`src/rtl/qdma_pkg.sv`:
```
package qdma_pkg;

    parameter int unsigned ADDR_W = 16;
    parameter int unsigned DATA_W = 32;
    parameter int unsigned LEN_W  = 8;

    localparam logic [1:0] MODE_BURST = 2'd0;
    localparam logic [1:0] MODE_STEAL = 2'd1;

    typedef struct packed {
        logic [ADDR_W-1:0] src;
        logic [ADDR_W-1:0] dst;
        logic [LEN_W-1:0]  len;
        logic              more;
    } desc_t;

    localparam int unsigned DESC_W = $bits(desc_t);

    typedef enum logic [1:0] {
        MV_IDLE = 2'd0,
        MV_RD   = 2'd1,
        MV_WR   = 2'd2
    } mv_state_e;

endpackage

```
`src/rtl/qdma_fifo.sv`:
```
module qdma_fifo #(
    parameter int unsigned W     = 8,
    parameter int unsigned DEPTH = 4
) (
    input  logic         clk,
    input  logic         rst_n,
    input  logic         push,
    input  logic [W-1:0] wdata,
    output logic         full,
    input  logic         pop,
    output logic         empty,
    output logic [W-1:0] rdata
);
    localparam int unsigned PW = (DEPTH > 1) ? $clog2(DEPTH) : 1;
    localparam int unsigned CW = $clog2(DEPTH + 1);

    typedef struct packed {
        logic [DEPTH-1:0][W-1:0] mem;
        logic [PW-1:0]           wp;
        logic [PW-1:0]           rp;
        logic [CW-1:0]           cnt;
    } fifo_st_t;

    fifo_st_t s_d, s_q;
    logic     do_push, do_pop;

    always_comb begin
        full    = (s_q.cnt == CW'(DEPTH));
        empty   = (s_q.cnt == '0);
        do_push = push && !full;
        do_pop  = pop && !empty;
        rdata   = s_q.mem[s_q.rp];
        s_d     = s_q;
        if (do_push) begin
            s_d.mem[s_q.wp] = wdata;
            s_d.wp = (s_q.wp == PW'(DEPTH - 1)) ? '0 : s_q.wp + 1'b1;
        end
        if (do_pop) begin
            s_d.rp = (s_q.rp == PW'(DEPTH - 1)) ? '0 : s_q.rp + 1'b1;
        end
        s_d.cnt = s_q.cnt + CW'(do_push) - CW'(do_pop);
    end

    always_ff @(posedge clk) begin
        if (!rst_n) s_q <= '0;
        else        s_q <= s_d;
    end

    AST_NO_OVERFLOW: assert property (@(posedge clk) disable iff (!rst_n)
        s_q.cnt <= CW'(DEPTH));

endmodule

```
`src/rtl/qdma_share.sv`:
```
module qdma_share
    import qdma_pkg::*;
(
    input  logic       clk,
    input  logic       rst_n,
    input  logic [1:0] mode,
    input  logic       cpu_req,
    input  logic       want,
    input  logic       phase_wr,
    output logic       go,
    output logic       cpu_gnt
);
    typedef struct packed {
        logic last_wr;
    } share_st_t;

    share_st_t s_d, s_q;
    logic      hold_bus;

    always_comb begin
        hold_bus = 1'b0;
        case (mode)
            MODE_BURST: begin
                go       = want;
                hold_bus = want;
            end
            MODE_STEAL: go = want && !(cpu_req && s_q.last_wr && !phase_wr);
            default:    go = want && !cpu_req;
        endcase
        cpu_gnt     = cpu_req && !go && !hold_bus;
        s_d.last_wr = go && phase_wr;
    end

    always_ff @(posedge clk) begin
        if (!rst_n) s_q <= '0;
        else        s_q <= s_d;
    end

endmodule

```
`src/rtl/qdma_mover.sv`:
```
module qdma_mover
    import qdma_pkg::*;
#(
    parameter int unsigned CNT_W = 8
) (
    input  logic              clk,
    input  logic              rst_n,
    input  desc_t             head,
    input  logic              q_empty,
    output logic              q_pop,
    input  logic              go,
    output logic              want,
    output logic              phase_wr,
    output logic [ADDR_W-1:0] mem_addr,
    output logic [DATA_W-1:0] mem_wdata,
    input  logic [DATA_W-1:0] mem_rdata,
    output logic              done,
    output logic [CNT_W-1:0]  count
);
    typedef struct packed {
        mv_state_e         st;
        logic [ADDR_W-1:0] src;
        logic [ADDR_W-1:0] dst;
        logic [LEN_W-1:0]  rem;
        logic              more;
        logic              chain;
        logic [DATA_W-1:0] hold;
        logic              done;
        logic [CNT_W-1:0]  cnt;
    } mv_st_t;

    mv_st_t s_d, s_q;

    always_comb begin
        s_d       = s_q;
        s_d.done  = 1'b0;
        q_pop     = 1'b0;
        want      = (s_q.st != MV_IDLE);
        phase_wr  = (s_q.st == MV_WR);
        mem_addr  = phase_wr ? s_q.dst : s_q.src;
        mem_wdata = s_q.hold;
        case (s_q.st)
            MV_IDLE: begin
                if (!q_empty) begin
                    q_pop     = 1'b1;
                    s_d.src   = head.src;
                    s_d.dst   = s_q.chain ? s_q.dst : head.dst;
                    s_d.rem   = head.len;
                    s_d.more  = head.more;
                    s_d.chain = head.more;
                    if (head.len == '0) begin
                        s_d.done = !head.more;
                        s_d.cnt  = s_q.cnt + 1'b1;
                    end else begin
                        s_d.st = MV_RD;
                    end
                end
            end
            MV_RD: begin
                if (go) begin
                    s_d.hold = mem_rdata;
                    s_d.st   = MV_WR;
                end
            end
            MV_WR: begin
                if (go) begin
                    s_d.src = s_q.src + 1'b1;
                    s_d.dst = s_q.dst + 1'b1;
                    s_d.rem = s_q.rem - 1'b1;
                    if (s_q.rem == LEN_W'(1)) begin
                        s_d.st   = MV_IDLE;
                        s_d.done = !s_q.more;
                        s_d.cnt  = s_q.cnt + 1'b1;
                    end else begin
                        s_d.st = MV_RD;
                    end
                end
            end
            default: s_d.st = MV_IDLE;
        endcase
        done  = s_q.done;
        count = s_q.cnt;
    end

    always_ff @(posedge clk) begin
        if (!rst_n) s_q <= '0;
        else        s_q <= s_d;
    end

    AST_CNT_STEP: assert property (@(posedge clk) disable iff (!rst_n)
        (s_q.cnt == $past(s_q.cnt)) || (s_q.cnt == CNT_W'($past(s_q.cnt) + 1'b1)));

    AST_DONE_COUNTS: assert property (@(posedge clk) disable iff (!rst_n)
        done |-> (count != $past(count)));

endmodule

```
`src/rtl/qdma_engine.sv`:
```
module qdma_engine
    import qdma_pkg::*;
#(
    parameter int unsigned FIFO_DEPTH = 4,
    parameter int unsigned CNT_W      = 8
) (
    input  logic              clk,
    input  logic              rst_n,
    input  logic [1:0]        mode,
    input  logic              cmd_valid,
    output logic              cmd_ready,
    input  logic [ADDR_W-1:0] cmd_src,
    input  logic [ADDR_W-1:0] cmd_dst,
    input  logic [LEN_W-1:0]  cmd_len,
    input  logic              cmd_more,
    output logic              mem_req,
    output logic              mem_we,
    output logic [ADDR_W-1:0] mem_addr,
    output logic [DATA_W-1:0] mem_wdata,
    input  logic [DATA_W-1:0] mem_rdata,
    input  logic              cpu_req,
    output logic              cpu_gnt,
    output logic              done,
    output logic [CNT_W-1:0]  xfer_count
);
    desc_t             in_desc;
    logic [DESC_W-1:0] head_bits;
    desc_t             head;
    logic              q_full, q_empty, q_pop;
    logic              want, phase_wr, go;

    always_comb begin
        in_desc.src  = cmd_src;
        in_desc.dst  = cmd_dst;
        in_desc.len  = cmd_len;
        in_desc.more = cmd_more;
        head         = desc_t'(head_bits);
        cmd_ready    = !q_full;
        mem_req      = go;
        mem_we       = phase_wr;
    end

    qdma_fifo #(.W(DESC_W), .DEPTH(FIFO_DEPTH)) u_queue (
        .clk   (clk),
        .rst_n (rst_n),
        .push  (cmd_valid),
        .wdata (in_desc),
        .full  (q_full),
        .pop   (q_pop),
        .empty (q_empty),
        .rdata (head_bits)
    );

    qdma_share u_share (
        .clk      (clk),
        .rst_n    (rst_n),
        .mode     (mode),
        .cpu_req  (cpu_req),
        .want     (want),
        .phase_wr (phase_wr),
        .go       (go),
        .cpu_gnt  (cpu_gnt)
    );

    qdma_mover #(.CNT_W(CNT_W)) u_mover (
        .clk       (clk),
        .rst_n     (rst_n),
        .head      (head),
        .q_empty   (q_empty),
        .q_pop     (q_pop),
        .go        (go),
        .want      (want),
        .phase_wr  (phase_wr),
        .mem_addr  (mem_addr),
        .mem_wdata (mem_wdata),
        .mem_rdata (mem_rdata),
        .done      (done),
        .count     (xfer_count)
    );

    AST_BURST_HOLD: assert property (@(posedge clk) disable iff (!rst_n)
        (mode == MODE_BURST && $past(mode) == MODE_BURST && $past(mem_req && !mem_we))
        |-> (mem_req && mem_we));

    AST_STEAL_YIELD: assert property (@(posedge clk) disable iff (!rst_n)
        (mode == MODE_STEAL && $past(mode) == MODE_STEAL && cpu_req && $past(mem_req && mem_we))
        |-> (!mem_req && cpu_gnt));

    AST_BG_DEFER: assert property (@(posedge clk) disable iff (!rst_n)
        (mode[1] && cpu_req) |-> !mem_req);

    AST_GNT_EXCL: assert property (@(posedge clk) disable iff (!rst_n)
        !(cpu_gnt && mem_req));

endmodule

```
`config.mk`:
```
export PLATFORM = sky130hd
export DESIGN_NAME = qdma_engine
export DESIGN_NICKNAME = d
export VERILOG_FILES = /design/src/rtl/qdma_pkg.sv /design/src/rtl/qdma_fifo.sv /design/src/rtl/qdma_share.sv /design/src/rtl/qdma_mover.sv /design/src/rtl/qdma_engine.sv
export SDC_FILE = /design/constraint.sdc
export NUM_CORES = 1
export LEC_CHECK = 0
export ABC_AREA = 1
export BUFFER_PORTS_ARGS = -buffer_cell sky130_fd_sc_hd__buf_2
export CAP_MARGIN = 20
export CORE_MARGIN = 1
export CORE_UTILIZATION = 45
export CTS_BUF_LIST = sky130_fd_sc_hd__clkbuf_16
export CTS_CLUSTER_DIAMETER = 40
export DETAILED_ROUTE_END_ITERATION = 6
export PLACE_DENSITY = 0.67
export SYNTH_ARGS = -nofsm -noshare
export SYNTH_HDL_FRONTEND = slang
export SYNTH_SLANG_ARGS = --single-unit
```
`constraint.sdc`:
```
create_clock -name clk -period 2.8 [get_ports clk]
set_input_delay 0.56 -clock clk [delete_from_list [all_inputs] [get_ports clk]]
set_output_delay 0.56 -clock clk [all_outputs]
set_load 0.02 [all_outputs]
```
==> impl_results.html <==
<table>
<tr><th>Metric</th><th>Value</th></tr>
<tr><th colspan="2">Status</th></tr>
<tr><td>Result of the run</td><td>complete, but fails checks</td></tr>
<tr><td>Failing checks</td><td>design-rule violations</td></tr>
<tr><th colspan="2">Worst setup path</th></tr>
<tr><td>Worst path top cell family by delay</td><td>buffers and inverters</td></tr>
<tr><td>Critical path cell sequence</td><td>inv_2, nor2_4, inv_2, nor2_1, o21bai_1, buf_2</td></tr>
<tr><td>Start-to-end type of the worst setup path</td><td>flip-flop to primary output</td></tr>
<tr><td>Cell with the biggest individual delay on the critical path</td><td>sky130_fd_sc_hd__dfxtp_1</td></tr>
<tr><td>Cell mode on critical path</td><td>sky130_fd_sc_hd__inv_2</td></tr>
<tr><td>Buf+Inv Stages, Crit Path</td><td>3</td></tr>
<tr><td>Arrival @ worst endpoint</td><td>2.06 ns</td></tr>
<tr><td>Maximum net fanout on the critical path</td><td>23</td></tr>
<tr><td>Kind of capture point of the worst setup path</td><td>primary output</td></tr>
<tr><td>Critical path data required time</td><td>2.24 ns</td></tr>
<tr><td>Setup crit start kind</td><td>flip-flop</td></tr>
<tr><td>Largest incremental delay on the critical path</td><td>0.37 ns</td></tr>
<tr><th colspan="2">Layout</th></tr>
<tr><td>Top library cells by usage in the layout, fill and taps aside</td><td>290 x sky130_fd_sc_hd__nand2_1, 259 x sky130_fd_sc_hd__a21oi_1, 255 x sky130_fd_sc_hd__dfxtp_1</td></tr>
<tr><td>Count of antenna diodes in the layout</td><td>0</td></tr>
<tr><td>Proportion of layout cells with a drive suffix above 1</td><td>14.6%</td></tr>
<tr><td>NumNets Final</td><td>1860</td></tr>
<tr><td>Post-layout instance area</td><td>14100 um^2</td></tr>
<tr><td>Number of non-filler instances in the completed layout</td><td>2135</td></tr>
<tr><td>Area overhead of the layout relative to synthesis</td><td>16.4%</td></tr>
<tr><td>Most common cell after layout, fill and taps aside</td><td>sky130_fd_sc_hd__nand2_1</td></tr>
<tr><th colspan="2">Floorplanning</th></tr>
<tr><td>Floorplan die area</td><td>27600 um^2</td></tr>
<tr><td>Core Rows</td><td>59</td></tr>
<tr><td>Initial Util</td><td>46.2%</td></tr>
<tr><td>Die W</td><td>166 um</td></tr>
<tr><td>IO Pins</td><td>140</td></tr>
<tr><td>Die H</td><td>166 um</td></tr>
<tr><td>Core Footprint</td><td>26300 um^2</td></tr>
<tr><th colspan="2">Logic synthesis</th></tr>
<tr><td>Distinct cell type count of the synthesized netlist</td><td>41</td></tr>
<tr><td>Post-synthesis sequential element count</td><td>256</td></tr>
<tr><td>Post-synthesis instance area</td><td>12100 um^2</td></tr>
<tr><td>Post-synth net total</td><td>1806</td></tr>
<tr><td>Sequential fraction of the synthesis area</td><td>42.2%</td></tr>
<tr><td>Mean Syn Cell Area</td><td>7.08 um^2</td></tr>
<tr><td>Number of warning messages in the yosys log</td><td>0</td></tr>
<tr><td>Number of enable-type register cells in the synthesized netlist</td><td>0</td></tr>
<tr><td>Dominant register cell in the synthesized netlist</td><td>sky130_fd_sc_hd__dfxtp_1</td></tr>
<tr><td>Post-Synthesis Cells</td><td>1714</td></tr>
<tr><td>Fraction of synthesis flops using an asynchronous set or reset pin</td><td>0%</td></tr>
<tr><th colspan="2">Placement</th></tr>
<tr><td>Number of buffer cells added on primary ports</td><td>139</td></tr>
<tr><td>Estimated wirelength of the detail-placed design</td><td>21700 um</td></tr>
<tr><td>Dpl cells</td><td>2061</td></tr>
<tr><td>Area after DPL</td><td>12700 um^2</td></tr>
<tr><td>Routability congestion estimate from global placement</td><td>0.851</td></tr>
<tr><td>Pre-CTS setup slack</td><td>0.559 ns</td></tr>
<tr><th colspan="2">Clocking</th></tr>
<tr><td>TritonCTS clock tree</td><td>yes</td></tr>
<tr><td>Clock-pin slew of the registers on the worst-case setup and hold paths</td><td>0.05 ns</td></tr>
<tr><td>Insertion delay to the later sink of the worst-skew pair</td><td>0.52 ns</td></tr>
<tr><td>Total number of clock tree sinks</td><td>256</td></tr>
<tr><td>Number of gates resized after cts</td><td>0</td></tr>
<tr><td>Number of buffers inserted by post-CTS setup repair</td><td>0</td></tr>
<tr><td>Inserted Clock Buffers</td><td>40</td></tr>
<tr><td>Clock Root Buffer</td><td>sky130_fd_sc_hd__clkbuf_16</td></tr>
<tr><td>Clock Tree Buf Depth</td><td>3</td></tr>
<tr><td>Number of H-tree branching levels</td><td>2</td></tr>
<tr><td>Hold Buf Count CTS</td><td>0</td></tr>
<tr><th colspan="2">Timing</th></tr>
<tr><td>Final setup violating endpoints</td><td>0</td></tr>
<tr><td>Relative slew slack</td><td>49.5%</td></tr>
<tr><td>Final Max Slew Viols</td><td>0</td></tr>
<tr><td>Total count of hold-check failures in the final report</td><td>0</td></tr>
<tr><td>Worst path setup slack after routing</td><td>0.180 ns</td></tr>
<tr><td>Final worst-path cycle share</td><td>93.6%</td></tr>
<tr><td>Worst Max-Slew Pin Slew</td><td>0.758 ns</td></tr>
<tr><td>RSZ-0062 raised after global routing</td><td>no</td></tr>
<tr><td>Fmax achieved</td><td>382 MHz</td></tr>
<tr><td>Final worst clock skew</td><td>0.0112 ns</td></tr>
<tr><td>Final worst path period need</td><td>2.62 ns</td></tr>
<tr><td>Setup TNS Final</td><td>0 ns</td></tr>
<tr><th colspan="2">Routing</th></tr>
<tr><td>Number of iterations in the first detailed-routing pass</td><td>7</td></tr>
<tr><td>Detail-routed via count per cell</td><td>5.48</td></tr>
<tr><td>Via count</td><td>11700</td></tr>
<tr><td>Remaining design rule violation count</td><td>19</td></tr>
<tr><td>Final ANT Viol Nets</td><td>0</td></tr>
<tr><td>Detailed-route wire length</td><td>34300 um</td></tr>
<tr><td>Drt wl/cell</td><td>16.1 um</td></tr>
<tr><td>Initial drt markers</td><td>950</td></tr>
<tr><th colspan="2">Flow run</th></tr>
<tr><td>Max-cap violations</td><td>0</td></tr>
<tr><th colspan="2">Worst hold path</th></tr>
<tr><td>Class of the most critical hold timing path</td><td>input pin to flip-flop</td></tr>
<tr><th colspan="2">Global route</th></tr>
<tr><td>GR Util All Layers</td><td>24.2%</td></tr>
<tr><td>Number of antenna violations at the first check in global routing</td><td>2</td></tr>
<tr><td>Global-route wire length before repair</td><td>54800 um</td></tr>
<tr><td>Busiest grt layer</td><td>met2</td></tr>
<tr><td>Largest net degree at the start of global routing</td><td>103</td></tr>
<tr><td>Met2 global-route usage</td><td>38.2%</td></tr>
<tr><td>Vias in the first global route</td><td>10300</td></tr>
<tr><td>Remaining global-route overflow</td><td>0</td></tr>
<tr><td>Met1 track utilization from global routing</td><td>33.8%</td></tr>
<tr><td>M3 GR Usage</td><td>5.05%</td></tr>
<tr><th colspan="2">Power</th></tr>
<tr><td>Leak Pwr</td><td>0.00561 uW</td></tr>
<tr><td>Power per unit of standard cell area</td><td>1070 nW/um^2</td></tr>
<tr><td>Worst voltage drop across the vdd grid</td><td>0.000494 V</td></tr>
<tr><td>Total Power Consumption</td><td>15100 uW</td></tr>
</table>
cells in the mapped netlist, types with 3 or more instances:
library cell | count | area share, %
sky130_fd_sc_hd__o22ai_1 | 4 | 0.21
sky130_fd_sc_hd__clkbuf_1 | 62 | 1.9
sky130_fd_sc_hd__inv_2 | 8 | 0.25
sky130_fd_sc_hd__buf_2 | 44 | 1.8
sky130_fd_sc_hd__xor2_1 | 9 | 0.65
sky130_fd_sc_hd__buf_1 | 6 | 0.19
sky130_fd_sc_hd__dfxtp_1 | 256 | 42
sky130_fd_sc_hd__a22oi_1 | 3 | 0.19
sky130_fd_sc_hd__ha_1 | 12 | 1.2
sky130_fd_sc_hd__nand3_1 | 159 | 6.6
sky130_fd_sc_hd__nor3_1 | 14 | 0.58
sky130_fd_sc_hd__inv_1 | 125 | 3.9
sky130_fd_sc_hd__nand4_1 | 6 | 0.31
sky130_fd_sc_hd__nand2_1 | 292 | 9.0
sky130_fd_sc_hd__buf_4 | 43 | 2.7
sky130_fd_sc_hd__o21ai_0 | 217 | 8.9
sky130_fd_sc_hd__a21oi_1 | 259 | 11
sky130_fd_sc_hd__a31oi_1 | 12 | 0.62
sky130_fd_sc_hd__nor2_1 | 122 | 3.8
sky130_fd_sc_hd__o211ai_1 | 22 | 1.4
sky130_fd_sc_hd__nand2_2 | 3 | 0.15
sky130_fd_sc_hd__buf_6 | 6 | 0.56
sky130_fd_sc_hd__o21ai_1 | 5 | 0.21
worst min-delay path, cell delays in order:
cell                      delay (ns)
sky130_fd_sc_hd__buf_2          0.07
sky130_fd_sc_hd__o21ai_0        0.07
sky130_fd_sc_hd__nor2_1         0.07
final cells by class:
type	count	area (um^2)
sequential	256	5130
inverter	134	509
multi-input combinational	1163	5640
clock inverter	32	358
tap	335	419
clock buffer	42	1050
timing repair buffer	173	1020
fill	2564	12200
per-stage QoR:
| step | hold slack [ns] | utilization (%) |
|---|---|---|
| after floorplan | 0.424 | - |
| after global placement | 0.433 | 48.4 |
| after detailed placement | 0.440 | 48.4 |
| after CTS | 0.288 | 53.7 |
| after global routing | 0.308 | 53.7 |
| final | 0.298 | 53.7 |
kinds of logic (layout without fill, tap and decap cells):
logic type | Yosys count | count (layout) | share of synthesized area (%)
DFF | 256 | 256 | 42.2
and+or+nand+nor | 605 | 605 | 21.1
buffers and inverters | 295 | 381 | 11.3
adders and majority gates | 13 | 13 | 1.40
AOI/OAI and AO/OA | 534 | 534 | 23.2
xor gates and xnor gates | 11 | 11 | 0.794
where the power goes:
group | switching, uW | internal [uW]
Combinational | 3670 | 1610
Sequential | 406 | 4280
Clock | 1780 | 3370
Total | 5860 | 9270
per-layer routing:
metal / part of all wire [%] / vias to the layer above
li1: - / 5825
met1: 46 / 5393
met2: 45 / 426
met3: 8.3 / 52
met4: 1.5 / 4
met5: 0.076 / -
worst paths after layout:
path / startpoint / endpoint / slack (ns) / cells after the start
setup / recovery: u_mover.s_q[84]$_SDFFE_PN0P_ / mem_addr[13] / 0.18 / 6
hold / removal: mem_rdata[30] / u_mover.mem_wdata[30]$_SDFFE_PN0P_ / 0.30 / 3
setup reg to reg: u_queue.s_q[1]$_SDFF_PN0_ / u_queue.s_q[2]$_SDFF_PN0_ / 0.52 / 12
hold reg to reg: u_queue.s_q[69]$_SDFFE_PN0P_ / u_queue.s_q[69]$_SDFFE_PN0P_ / 0.45 / 2
sequential cells by signal, indices dropped and copies added, names as in the netlist:
register	cells
u_mover.done	1
u_mover.mem_wdata	32
u_share.s_q	1
u_mover.count	8
u_mover.s_q	43
u_queue.s_q	171
Power figures use the tool's default switching activity.
